==> src/rtl/adc_pair_sequencer.sv <==
module adc_pair_sequencer #(
  parameter int SCLK_HALF = 4,
  parameter int SAMPLE_W  = 16
) (
  input  logic                clk,
  input  logic                rst,
  input  logic                enable,
  input  logic                sdata_in,
  output logic                sclk,
  output logic                convst,
  output logic                chan_addr,
  output logic                mode_sel0,
  output logic                mode_sel1,
  output logic                adc_csn,
  output logic [SAMPLE_W-1:0] sample_out,
  output logic                sample_valid,
  output logic                sample_chan
);
  localparam int FRAME_CLKS = 2 * SAMPLE_W;
  localparam int BIT_W      = $clog2(FRAME_CLKS);
  localparam int DIV_W      = $clog2(SCLK_HALF + 1);
  localparam logic [BIT_W-1:0] LAST_BIT  = BIT_W'(FRAME_CLKS - 1);
  localparam logic [BIT_W-1:0] HALF_LAST = BIT_W'(SAMPLE_W - 1);

  logic [DIV_W-1:0]    div_cnt;
  logic [BIT_W-1:0]    bit_cnt;
  logic [SAMPLE_W-1:0] shreg;
  logic                busy;
  logic                tick, rise_tick, fall_tick, half_done;

  assign adc_csn   = 1'b0;
  assign mode_sel0 = 1'b0;
  assign mode_sel1 = 1'b1;

  assign tick      = (div_cnt == DIV_W'(SCLK_HALF - 1));
  assign rise_tick = tick & ~sclk;
  assign fall_tick = tick & sclk;
  assign half_done = (bit_cnt[BIT_W-2:0] == HALF_LAST[BIT_W-2:0]);

  always_ff @(posedge clk) begin
    if (rst) begin
      div_cnt <= '0;
      sclk    <= 1'b0;
    end else if (tick) begin
      div_cnt <= '0;
      sclk    <= ~sclk;
    end else begin
      div_cnt <= div_cnt + 1'b1;
    end
  end

  always_ff @(posedge clk) begin
    if (rst) begin
      busy      <= 1'b0;
      bit_cnt   <= '0;
      convst    <= 1'b0;
      chan_addr <= 1'b1;
    end else if (fall_tick) begin
      if (busy && bit_cnt != LAST_BIT) begin
        bit_cnt   <= bit_cnt + 1'b1;
        convst    <= 1'b0;
        chan_addr <= (bit_cnt < HALF_LAST);
      end else if (enable) begin
        busy      <= 1'b1;
        bit_cnt   <= '0;
        convst    <= 1'b1;
        chan_addr <= 1'b1;
      end else begin
        busy      <= 1'b0;
        bit_cnt   <= '0;
        convst    <= 1'b0;
        chan_addr <= 1'b1;
      end
    end
  end

  always_ff @(posedge clk) begin
    if (rst) begin
      shreg        <= '0;
      sample_out   <= '0;
      sample_valid <= 1'b0;
      sample_chan  <= 1'b0;
    end else begin
      sample_valid <= 1'b0;
      if (rise_tick && busy) begin
        shreg <= {shreg[SAMPLE_W-2:0], sdata_in};
        if (half_done) begin
          sample_out   <= {shreg[SAMPLE_W-2:0], sdata_in};
          sample_valid <= 1'b1;
          sample_chan  <= ~bit_cnt[BIT_W-1];
        end
      end
    end
  end

  p_ctrl_on_fall_r7: assert property (@(posedge clk) disable iff (rst)
    (!$stable(convst) || !$stable(chan_addr)) |-> $fell(sclk));
  p_valid_on_rise_r7: assert property (@(posedge clk) disable iff (rst)
    $rose(sample_valid) |-> $rose(sclk));
  p_valid_single_r5: assert property (@(posedge clk) disable iff (rst)
    sample_valid |=> !sample_valid);
  p_convst_in_first_half_r4: assert property (@(posedge clk) disable iff (rst)
    convst |-> chan_addr);
  p_idle_quiet_r8: assert property (@(posedge clk) disable iff (rst)
    !busy |-> (!convst && chan_addr));
  p_sclk_level_r2: assert property (@(posedge clk) disable iff (rst)
    (!$stable(sclk)) |=> $stable(sclk));
endmodule

==> config.mk <==
export PLATFORM = sky130hd
export DESIGN_NAME = adc_pair_sequencer
export DESIGN_NICKNAME = d
export VERILOG_FILES = /design/src/rtl/adc_pair_sequencer.sv
export SDC_FILE = /design/constraint.sdc
export NUM_CORES = 1
export LEC_CHECK = 0
export BUFFER_PORTS_ARGS = -buffer_cell sky130_fd_sc_hd__buf_2
export CAP_MARGIN = 25
export CORE_MARGIN = 4
export CORE_UTILIZATION = 55
export DETAILED_ROUTE_END_ITERATION = 16
export PLACE_DENSITY = 0.84
export SYNTH_ARGS = -nofsm -noshare
export SYNTH_HDL_FRONTEND = slang
export SYNTH_SLANG_ARGS = --single-unit
export TNS_END_PERCENT = 20
==> constraint.sdc <==
create_clock -name clk -period 3.6 [get_ports clk]
set_input_delay 0.72 -clock clk [delete_from_list [all_inputs] [get_ports clk]]
set_output_delay 0.72 -clock clk [all_outputs]
set_load 0.005 [all_outputs]
# After elaboration in Yosys (flattened, before gate mapping)
# Index checks and enable logic that the tools add are counted.
# totals
mem_bits_ro,0
latchBits,0
register_bits,45
ramBits,0
memories,0
# classes
bitwise,6
magnitude_cmp,1
eq_ne,3
n_reduce_logical,6
multipliers,0
n_mux,5
addsub,2
div_mod_pow,0
shift,0
# ops
operator,n
$add A5 B1 Y5 const B,1
$lt A5 B4 Y1 const B,1
$mux W5,1
$ne A5 B5 Y1 const B,1
$eq A4 B4 Y1 const B,1
$mux W1,4
$not A1 Y1,4
$reduce_and A2 Y1,2
$reduce_or A2 Y1,2
$add A3 B1 Y3 const B,1
$eq A3 B2 Y1 const B,1
$and A1 B1 Y1,2
$logic_and A1 B1 Y1,2

# Logic depth before layout (Yosys ltp)
# logic_depth
ltp_word,5
ltp_mapped,8
depth_no_buf,7

# Worst setup path before layout
# Ideal clock, no wire load.
# synth_timing
path_kind,flip-flop to flip-flop
start,register bit_cnt[0]
end,register chan_addr
n_path_buf,1
t_arrival_ns,1.737
stages_incl_launch_ff,9
path_slack_ns,1.743
cell_sequence,dfxtp_1 > ha_1 > nand3_2 > inv_2 > buf_6 > ha_1 > nand2b_1 > a31o_2 > a211o_1
# synth_via
elab_chain_cells,3
# synth_rtl
element,line_no,source
from (decl),26,logic [BIT_W-1:0] bit_cnt;
from (signal assigned),60,bit_cnt <= bit_cnt + 1'b1;
"parallel branches: the longest is 2 deep, another holds $lt A5 B4 Y1",n/a,
$mux W1 (*),59,if (busy && bit_cnt != LAST_BIT) begin
to (signal assigned),62,chan_addr <= (bit_cnt < HALF_LAST);
to (decl),11,"output logic chan_addr,"
# Every way passes the cells marked *.
# A chain may end at the register's enable or synchronous reset.

# Worst setup path in the final report
# Same ends and word-level chain as after synthesis.

==> summary.md <==
| Metric | Value |
|---|---|
| Routed Antenna Nets | `0` |
| Relative slew slack | `0.5224` |
| Post-Place Worst Slack | `1211 ps` |
| Die area | `0.004196 sq mm` |
| Number of cell instances on the worst register-to-register path | `7` |
| Status | `finished, final reports clean` |
| Total overflow reported by the global router | `0` |
| Cell Count Post-Placement | `252` |
| Fraction of registers with async set/reset | `0` |
| Core footprint | `0.003078 sq mm` |
| Post-route DRC | `0` |
| Lkg Pwr | `0.7574 nW` |
| Layout cell share with drive strength beyond 1 | `0.1705` |
| Final Cycle Share | `0.6023` |
| CTS resizes | `0` |
| Worst setup path category | `flip-flop to flip-flop` |
| Max Cap Violations | `0` |
| Root Buffer | `clkbuf_4` |
| Synth-to-Final Area Change | `8.327%` |
| Worst IR drop on VDD | `0.0002577 V` |
| Via density | `5.287` |
| Setup crit end kind | `flip-flop` |
| Highest achievable clock rate | `461.2 MHz` |
| Count of inserted antenna diode cells | `0` |
| Path type of the worst min-delay path | `flip-flop to flip-flop` |
| GRT Total Usage | `0.1663` |
| Setup tns final | `0 ps` |
| H-tree depth | `2` |
| CTS Buffer Depth | `2` |
| Number of failing setup endpoints in the final timing report | `0` |
| Post-synthesis sequential element count | `45` |
| Top cells by area, synth | `dfxtp_1 (51%), a21oi_1 (9.6%), nand2_1 (6.6%)` |
| Count of TritonRoute iterations in the first routing pass | `6` |
| Fillers | `295` |
| Netlist area before placement | `0.001773 sq mm` |
| Routed length on met1 | `1.461 mm` |
| Number of placed I/O pins | `28` |
| Count of flip-flops with a built-in enable after synthesis | `0` |
| Hold Path Depth | `1` |
| Std cell rows | `20` |
| Max layer used | `met4` |
| Die Width | `64.78 um` |
| Global-route wire length before repair | `5.540 mm` |
| Routed WL | `3.140 mm` |
| Metal2 WL | `1.466 mm` |
| Number of global-route vias before repair | `1224` |
| Antenna violations before repair | `0` |
| Insertion delay to the later sink of the worst-skew pair | `360 ps` |
| Pin count of the biggest net entering global routing | `43` |
| Area share of the largest cell type after synthesis | `0.5081` |
| Top cell type by total area after synthesis | `dfxtp_1` |
| Sum of net half-perimeters after detailed placement | `1.895 mm` |
| Worst-Margin Slew | `716.4 ps` |
| Initial cell density of the core | `0.5760` |
| Via Count | `1380` |
| Final setup margin | `1432 ps` |
| Data arrival time of the critical path | `2430 ps` |
| Skew final | `5.541 ps` |
| Post-synth cell types | `32` |
| Mean cell area of the mapped netlist | `8.777 sq um` |
| TritonCTS clock tree | `done` |
| Synthesized netlist cell count | `202` |
| Die Y-Extent | `64.78 um` |
| Hold Crit Start | `div_cnt[0]` |
| Required time of the critical path | `3860 ps` |
| Layout Nets | `224` |
| Unrepaired setup endpoints after global routing | `no` |
| Period minus WS final | `2168 ps` |
| Final hold vios | `0` |
| Port Buffer Count | `24` |
| Crit path from | `bit_cnt[0]` |
| Startpoint class of the critical path | `flip-flop` |
| Leading register cell type out of synthesis | `dfxtp_1` |
| Power Dens Cells | `446.1 mW/mm^2` |
| R2R Path Start | `bit_cnt[0]` |
| Number of hold buffers added after cts | `0` |
| Critical path fanouts, max | `19` |
| Post-CTS Setup Repair Bufs | `0` |
| Max Slew Vio Count | `0` |
| Clock input transition at the sequential cells of the worst setup and hold paths | `130 ps` |
| Final weighted congestion of routability-driven global placement | `0.7900` |
| Count of routing violations after the opening detailed-route iteration | `129` |
| Routed length per instance | `12.03 um` |
| Synthesis warning total | `0` |
| Number of buffers created by CTS | `5` |
| Sink Count | `45` |
| Post-layout instance count excluding filler cells | `261` |
| Sequential share of the synthesized area | `0.5081` |
| Met3 Wirelength | `160 um` |
## layer usage
layer / up-vias / track usage
met1: 628 / 0.2151
met3: 7 / 0.04159
met5: - / 0
li1: 720 / -
met4: 0 / 0.07124
met2: 25 / 0.2618
## registers in the layout, indices dropped and copies added, names as in the netlist
register	flops
convst	1
shreg	15
chan_addr	1
sclk	1
div_cnt	3
bit_cnt	5
sample_out	16
sample_valid	1
busy	1
sample_chan	1
## per-stage QoR
step / util / hold slack, ps / area (sq um) / power (mW)
2_1_floorplan: - / 404.3 / 1777 / 0.5412
3_3_place_gp: 0.5915 / 415.5 / 1821 / 0.5422
3_5_place_dp: 0.5915 / 419.0 / 1821 / 0.5428
4_1_cts: 0.6191 / 437.6 / 1906 / 0.8633
5_1_grt: 0.6240 / 478.1 / 1921 / 0.8886
6_report: 0.6240 / 434.5 / 1921 / 0.8568
## Yosys cell counts (2+ instances only)
cell,instances
buf_2,3
a22oi_1,2
nor2_1,7
clkbuf_1,7
buf_4,3
a21oi_1,34
buf_6,6
nand2_1,31
dfxtp_1,45
conb_1,2
xor2_1,2
o21ai_0,17
ha_1,4
nor3_1,3
nand3_1,19
## final timing paths
check / to / slack (ps)
setup / recovery: chan_addr / 1430
setup reg to reg: chan_addr / 1430
hold reg to reg: div_cnt[0] / 430
hold / removal: div_cnt[0] / 430
## worst max-delay path, stage by stage, from the launching register on
cell	delay, ps
dfxtp_1	370
ha_1	230
nand3_2	260
inv_2	230
ha_1	270
nand2b_1	160
a31o_2	280
a211o_1	260
## logic make-up (layout without fill, tap and decap cells)
| kind of cell | Yosys count | in the layout | share of synthesized area |
|---|---|---|---|
| compound gates | 58 | 58 | 0.1778 |
| xor+xnor | 3 | 3 | 0.01482 |
| other cells | 2 | 3 | 0.004236 |
| flops | 45 | 45 | 0.5081 |
| fa+ha+maj | 4 | 4 | 0.02823 |
| buf+inv | 21 | 35 | 0.07833 |
| simple gates | 69 | 69 | 0.1884 |
## report_power, final
group	switching, mW	total (mW)	internal, mW
Combinational	0.0160	0.0249	0.00891
Sequential	0.00419	0.507	0.503
Clock	0.159	0.325	0.166
## layout by cell type (no fill, tap or decap), types with 2 or more instances in the layout
cell type and n:
a22oi_1 2, ha_1 4, nand2_1 31, buf_2 24
clkbuf_4 5, nand3_1 19, nor3_1 3, conb_1 3
a21oi_1 34, nor2_1 7, o21ai_0 17, xor2_1 2
dfxtp_1 45
## cell type report
cell class | instances | area [sq um] | share of cell area
Clock buffer | 7 | 55.05 | 0.02866
Tap cell | 44 | 55.05 | 0.02866
Inverter | 2 | 7.507 | 0.003909
Timing Repair Buffer | 25 | 135.1 | 0.07036
Sequential cell | 45 | 900.9 | 0.4691
Clock inverter | 1 | 30.03 | 0.01564
Multi-Input combinational cell | 137 | 737.0 | 0.3837
Note: power is estimated with default switching activity, not from simulation.
